==> config.mk <==
export PLATFORM = sky130hd
export DESIGN_NAME = cal_sequencer
export DESIGN_NICKNAME = d
export VERILOG_FILES = /design/src/rtl/cal_pkg.sv /design/src/rtl/cal_tick_timer.sv /design/src/rtl/cal_ones_acc.sv /design/src/rtl/cal_ideal.sv /design/src/rtl/cal_sequencer.sv
export SDC_FILE = /design/constraint.sdc
export NUM_CORES = 1
export LEC_CHECK = 0
export ABC_AREA = 1
export ABC_CLOCK_PERIOD_IN_PS = 2500
export BUFFER_PORTS_ARGS = -buffer_cell sky130_fd_sc_hd__buf_2
export CELL_PAD_IN_SITES_DETAIL_PLACEMENT = 1
export CELL_PAD_IN_SITES_GLOBAL_PLACEMENT = 1
export CORE_ASPECT_RATIO = 1.5
export CORE_MARGIN = 3
export CORE_UTILIZATION = 43
export CTS_BUF_LIST = sky130_fd_sc_hd__clkbuf_16
export DETAILED_ROUTE_END_ITERATION = 12
export PLACE_DENSITY_LB_ADDON = 0.1
export SYNTH_ARGS = -nofsm -noshare
export SYNTH_HDL_FRONTEND = slang
export SYNTH_SLANG_ARGS = --single-unit
==> constraint.sdc <==
create_clock -name clk -period 2.5 [get_ports clk]
set_input_delay 0.125 -clock clk [delete_from_list [all_inputs] [get_ports clk]]
set_output_delay 0.125 -clock clk [all_outputs]
set_load 0.02 [all_outputs]
==> src/rtl/cal_pkg.sv <==
package cal_pkg;
  typedef enum logic [2:0] {
    ST_IDLE   = 3'd0,
    ST_RST    = 3'd1,
    ST_VWAIT  = 3'd2,
    ST_SETTLE = 3'd3,
    ST_MEAS   = 3'd4,
    ST_DONE   = 3'd5
  } cal_state_t;
endpackage

==> src/rtl/cal_tick_timer.sv <==
module cal_tick_timer #(
  parameter int TW = 8
) (
  input  logic          clk,
  input  logic          rst_n,
  input  logic          clr,
  input  logic          en,
  output logic [TW-1:0] cnt
);
  always_ff @(posedge clk or negedge rst_n) begin
    if (!rst_n)   cnt <= '0;
    else if (clr) cnt <= '0;
    else if (en)  cnt <= cnt + TW'(1);
  end

  // a clear always restarts the phase timer from zero
  p_tmr_clr_r3: assert property (@(posedge clk) disable iff (!rst_n)
    clr |=> (cnt == '0));
endmodule

==> src/rtl/cal_ones_acc.sv <==
module cal_ones_acc #(
  parameter int WIN_LOG2 = 10
) (
  input  logic              clk,
  input  logic              rst_n,
  input  logic              clr,
  input  logic              en,
  input  logic              din,
  output logic [WIN_LOG2:0] cnt
);
  localparam int CW  = WIN_LOG2 + 1;
  localparam int WIN = 1 << WIN_LOG2;

  always_ff @(posedge clk or negedge rst_n) begin
    if (!rst_n)   cnt <= '0;
    else if (clr) cnt <= '0;
    else if (en)  cnt <= cnt + CW'(din);
  end

  // the ones count never exceeds the window length
  p_acc_bound_r6: assert property (@(posedge clk) disable iff (!rst_n)
    cnt <= CW'(WIN));
endmodule

==> src/rtl/cal_ideal.sv <==
module cal_ideal #(
  parameter int WIN_LOG2 = 10
) (
  input  logic                       bip,
  input  logic                       gain,
  input  logic [WIN_LOG2:0]          cnt,
  output logic signed [WIN_LOG2+1:0] err
);
  localparam int CW       = WIN_LOG2 + 1;
  localparam int WIN      = 1 << WIN_LOG2;
  localparam int EIGHTH   = WIN / 8;
  localparam logic [CW-1:0] IDL_HALF = CW'(4 * EIGHTH);
  localparam logic [CW-1:0] IDL_UNI  = CW'(3 * EIGHTH);
  localparam logic [CW-1:0] IDL_GAIN = CW'(5 * EIGHTH);

  logic [CW-1:0] ideal;

  always_comb begin
    if (gain)     ideal = IDL_GAIN;
    else if (bip) ideal = IDL_HALF;
    else          ideal = IDL_UNI;
    err = $signed({1'b0, cnt}) - $signed({1'b0, ideal});
  end
endmodule

==> src/rtl/cal_sequencer.sv <==
module cal_sequencer #(
  parameter int RST_CYC    = 4,
  parameter int VALID_WAIT = 20,
  parameter int SETTLE_CYC = 1000,
  parameter int WIN_LOG2   = 10
) (
  input  logic                       clk,
  input  logic                       rst_n,
  input  logic                       start,
  input  logic                       bip_mode,
  input  logic                       cal_gain,
  input  logic                       bs_valid,
  input  logic                       bs_data,
  output logic                       mod_rst,
  output logic                       mod_zero,
  output logic                       mod_gcal,
  output logic                       done,
  output logic                       fault,
  output logic                       res_ok,
  output logic [WIN_LOG2:0]          ones_cnt,
  output logic signed [WIN_LOG2+1:0] dens_err
);
  import cal_pkg::*;

  localparam int WIN  = 1 << WIN_LOG2;
  localparam int M1   = (RST_CYC > VALID_WAIT) ? RST_CYC : VALID_WAIT;
  localparam int M2   = (M1 > SETTLE_CYC) ? M1 : SETTLE_CYC;
  localparam int MAXT = (M2 > WIN) ? M2 : WIN;
  localparam int TW   = $clog2(MAXT + 1);
  localparam logic [TW-1:0] T_RST  = TW'(RST_CYC - 1);
  localparam logic [TW-1:0] T_VW   = TW'(VALID_WAIT);
  localparam logic [TW-1:0] T_SET  = TW'(SETTLE_CYC - 1);
  localparam logic [TW-1:0] T_MEAS = TW'(WIN - 1);

  cal_state_t    st, nxt;
  logic [TW-1:0] tmr;
  logic          start_ok, tmr_en, bip_l, gain_l, stale, ctrl_on;

  assign start_ok = start && (st == ST_IDLE || st == ST_DONE);

  always_comb begin
    nxt = st;
    unique case (st)
      ST_IDLE, ST_DONE: if (start_ok) nxt = ST_RST;
      ST_RST:    if (tmr == T_RST) nxt = ST_VWAIT;
      ST_VWAIT:  if (tmr >= T_VW && bs_valid) nxt = ST_SETTLE;
      ST_SETTLE: if (tmr == T_SET) nxt = ST_MEAS;
      ST_MEAS: begin
        if (!bs_valid)          nxt = ST_DONE;
        else if (tmr == T_MEAS) nxt = ST_DONE;
      end
      default: nxt = ST_IDLE;
    endcase
  end

  always_comb begin
    unique case (st)
      ST_RST, ST_SETTLE, ST_MEAS: tmr_en = 1'b1;
      ST_VWAIT:                   tmr_en = (tmr < T_VW);
      default:                    tmr_en = 1'b0;
    endcase
  end

  always_ff @(posedge clk or negedge rst_n) begin
    if (!rst_n) begin
      st     <= ST_IDLE;
      bip_l  <= 1'b0;
      gain_l <= 1'b0;
      fault  <= 1'b0;
      stale  <= 1'b0;
    end else begin
      st <= nxt;
      if (start_ok) begin
        bip_l  <= bip_mode;
        gain_l <= cal_gain;
        fault  <= 1'b0;
        stale  <= 1'b0;
      end else begin
        if (st == ST_MEAS && !bs_valid)        fault <= 1'b1;
        if (st == ST_DONE && bip_mode != bip_l) stale <= 1'b1;
      end
    end
  end

  cal_tick_timer #(.TW(TW)) u_tmr (
    .clk   (clk),
    .rst_n (rst_n),
    .clr   (nxt != st),
    .en    (tmr_en),
    .cnt   (tmr)
  );

  cal_ones_acc #(.WIN_LOG2(WIN_LOG2)) u_acc (
    .clk   (clk),
    .rst_n (rst_n),
    .clr   (start_ok),
    .en    (st == ST_MEAS && bs_valid),
    .din   (bs_data),
    .cnt   (ones_cnt)
  );

  cal_ideal #(.WIN_LOG2(WIN_LOG2)) u_ideal (
    .bip  (bip_l),
    .gain (gain_l),
    .cnt  (ones_cnt),
    .err  (dens_err)
  );

  assign ctrl_on  = (st == ST_SETTLE) || (st == ST_MEAS);
  assign mod_rst  = (st == ST_RST);
  assign mod_zero = ctrl_on && !gain_l;
  assign mod_gcal = ctrl_on && gain_l;
  assign done     = (st == ST_DONE);
  assign res_ok   = done && !fault && !stale && (bip_mode == bip_l);

  // controls are mutually exclusive and never overlap modulator reset
  p_ctrl_excl_r5: assert property (@(posedge clk) disable iff (!rst_n)
    !(mod_zero && mod_gcal) && !(mod_rst && (mod_zero || mod_gcal)));

  // while a run is in flight the latched type and mode do not move
  p_busy_hold_r2: assert property (@(posedge clk) disable iff (!rst_n)
    (st != ST_IDLE && st != ST_DONE) |=> ($stable(gain_l) && $stable(bip_l)));

  // a control only rises on a cycle after bs_valid was seen high
  p_valid_gate_r4: assert property (@(posedge clk) disable iff (!rst_n)
    (st == ST_VWAIT && !bs_valid) |=> !(mod_zero || mod_gcal));

  // a missing sample in the window ends the run with a fault
  p_abort_r8: assert property (@(posedge clk) disable iff (!rst_n)
    (st == ST_MEAS && !bs_valid) |=> (done && fault && !res_ok));

  // a mode mismatch seen while done withdraws the result
  p_stale_r9: assert property (@(posedge clk) disable iff (!rst_n)
    (done && !start && bip_mode != bip_l) |=> !res_ok);
endmodule

==> impl_metrics.tcl <==
set metrics [dict create \
    setup_tns_ns 0 \
    fin_crit_sh 0.8176 \
    die_x_um 60.18 \
    worstMarginPinSlew_ns 0.6737 \
    seq_area_um2 725.7 \
    fmax_mhz 489.2 \
    ys_ff_latch 29 \
    rsz0062_at_grt "false" \
    synthAdderAreaFrac 0.05684 \
    hold_viol_final 0 \
    multi_input_area_um2 942.2 \
    outcome "complete, no violations" \
    clock_latency_ns 0.27 \
    crit_fanout 4 \
    yosysTopAreaCell "dfrtp_1" \
    crit_arrival_ns 1.92 \
    ios 36 \
    netlist_area_um2 1893 \
    cts.clk_slew.worst_paths_ns 0.05 \
    syn_inst 248 \
    yosysMostFrequentCell "nand2_1" \
    endpoint_kind "output port" \
    die_area_um2 5251 \
    synth_area_leaders "dfrtp_1 38%, nand2_1 8.9%, inv_1 8.5%" \
    setup_viol 0 \
    drive_gt1_frac 0.1937 \
    slew_headroom 0.5509 \
    first_pass_iters 4 \
    cpPeakStageDelay_ns 0.42 \
    drv_slew 0 \
    synthArstFlopShare 1.000 \
    wl_per_cell_um 15.18 \
    n_fill_cell 538 \
    min_path_type "in -> reg" \
    fin_nets 298 \
    synth_edf_count 0 \
    grtUsageTotal 0.2135 \
    fp.dieH_um 87.27 \
    place_congestion 0.8382 \
    synthXorXnorAreaFrac 0.03239 \
    grt_pass1_wl_um 8369 \
    cts_tree "built" \
    grt_max_degree 30 \
    leakage_nw 1.225 \
    cts_root_buf "clkbuf_16" \
    synth_common_cells "45 x nand2_1, 43 x inv_1, 32 x nor2_1" \
    synthSimpleGateAreaFrac 0.3080 \
    numCtsBuffers 5 \
    fin_ws_ns 0.4559 \
    ir_worst_vdd_mv 0.7141 \
    postCtsSetupBuffers 0 \
    postRouteAntennaNets 0 \
    cts_resized 0 \
    worstPathCellList "nor2_1 -> inv_1 -> ha_1 -> nand2_1 -> o21ai_0 -> xor2_1 -> buf_2" \
    core-area_um2 4099 \
    synth_nets 263 \
    clock-sinks 29 \
    pre_cts_slack_ns 0.5544 \
    synth.top_cell.area_share 0.3833 \
    synth_top_family_by_area "simple AND/OR/NAND/NOR gates" \
    syn_area_per_cell_um2 7.633 \
    area.growth.synth_to_final_pct 16.66 \
    synth-seq-area-share 0.3833 \
    start_kind "flip-flop" \
    vias 1758 \
    critPathBufInv 2 \
    start_util 0.4618 \
    fin_skew_ns 0.002851 \
    yosysUniqueCellTypes 32 \
    num_rows 28 \
    cts_max_path_buffers 2 \
    drv_cap 0 \
    n_antenna_cell 0 \
    drt_iter0_drc 23 \
    h-tree-depth 2 \
    critPathTopFamily "flip-flops" \
    port_buffers 35 \
    synth_compound_area_frac 0.1005 \
    synth_flop_cell "dfrtp_1" \
    power_density_nw_per_um2 895.8 \
    cpMaxStageDelayCell "dfrtp_1" \
    dp_hpwl_um 3770 \
    path_class "reg -> out" \
    overflow 0 \
    totalWireLength_um 4995 \
    via_per_inst 5.343 \
    cp.required_ns 2.38 \
    first_global_vias 1803 \
    drc_errors 0 \
    antenna_found_initial 0 \
    yosys_warnings 0 \
    fin_crit_ns 2.044 \
    synth_mux_area_frac 0 \
]
through the flow:
| step | power [W] | util | std cells | hold slack [ns] | cell area [um2] |
|---|---|---|---|---|---|
| floorplan | 0.001212 | - | 248 | -0.1706 | 1893 |
| global placement | 0.001412 | 0.5027 | 320 | 0.2043 | 2061 |
| detailed placement | 0.001434 | 0.5027 | 320 | 0.2025 | 2061 |
| CTS | 0.002006 | 0.5388 | 329 | 0.07069 | 2208 |
| global route | 0.002126 | 0.5388 | 329 | 0.09957 | 2208 |
| finish | 0.001978 | 0.5388 | 329 | 0.06967 | 2208 |
routing by layer:
| metal | wire length [um] | global-route usage | vias to the layer above | part of all wire |
|---|---|---|---|---|
| met3 | 161 | 0.03561 | 9 | 0.032 |
| met4 | 97 | 0.07460 | 0 | 0.019 |
| met2 | 2860 | 0.4144 | 29 | 0.57 |
| met5 | 0 | 0 | - | 0 |
| li1 | - | - | 870 | - |
| met1 | 1876 | 0.2173 | 850 | 0.38 |
kinds of logic (layout without fill, tap and decap cells):
group,count (synthesis),count (layout)
buffers and inverters,51,87
adders and majority gates,8,8
xor gates and xnor gates,7,7
and+or+nand+nor,122,122
DFF,29,29
AOI/OAI and AO/OA,31,31
final timing paths:
kind,startpoint,endpoint,slack (ns),cells past startpoint
hold reg to reg,u_acc.cnt[3]$_DFFE_PN0P_,u_acc.cnt[3]$_DFFE_PN0P_,0.54,1
min in group asynchronous,rst_n,u_acc.cnt[4]$_DFFE_PN0P_,0.42,2
max in group asynchronous,rst_n,st[0]$_DFF_PN0_,1.64,2
setup / recovery,bip_l$_DFFE_PN0P_,dens_err[10],0.46,7
setup reg to reg,st[0]$_DFF_PN0_,u_tmr.cnt[9]$_DFFE_PN0P_,0.56,10
hold / removal,cal_gain,gain_l$_DFFE_PN0P_,0.07,3
cell type report:
class | instances | area share
clock buffer | 5 | 0.05666
inverter | 43 | 0.07309
tap | 45 | 0.02550
multi-input combinational | 168 | 0.4266
sequential | 29 | 0.3286
clock inverter | 3 | 0.005666
timing repair buffer | 36 | 0.08385
report_power, final:
group | internal, W | switching (W)
registers | 0.000531 | 0.0000672
logic | 0.000253 | 0.000566
clock network | 0.000359 | 0.000202
worst register-to-register path: cells and delay by family, from the launching register on:
kind	cells	cell delay (ns)
AND/OR/NAND/NOR	10	1.38
flip-flops	1	0.44
cells in the final DEF, fill, tap and decap left out, types with 2 or more instances in the layout:
cell type	count
a211oi_1	2
a21oi_1	10
a311oi_1	2
a31oi_1	2
buf_2	35
clkbuf_16	5
clkinv_1	2
dfrtp_1	29
ha_1	7
inv_1	43
nand2_1	45
nand2_2	2
nand3_1	15
nand3_2	2
nand4_1	8
nor2_1	32
nor2_2	2
nor2_4	2
nor3_1	6
nor3_2	4
o21ai_0	9
o21bai_1	2
xnor2_1	2
xor2_1	5
flip-flops by register name, indices dropped and copies added, names as in the netlist:
name,count
u_acc.cnt,11
st,3
fault,1
stale,1
gain_l,1
bip_l,1
u_tmr.cnt,11
timing repair:
action / 4_1_cts / 5_1_grt
hold endpoints to repair: 29 / 0
setup endpoints to repair: 0 / 0
hold buffers: 1 / 0
Power figures use the tool's default switching activity.
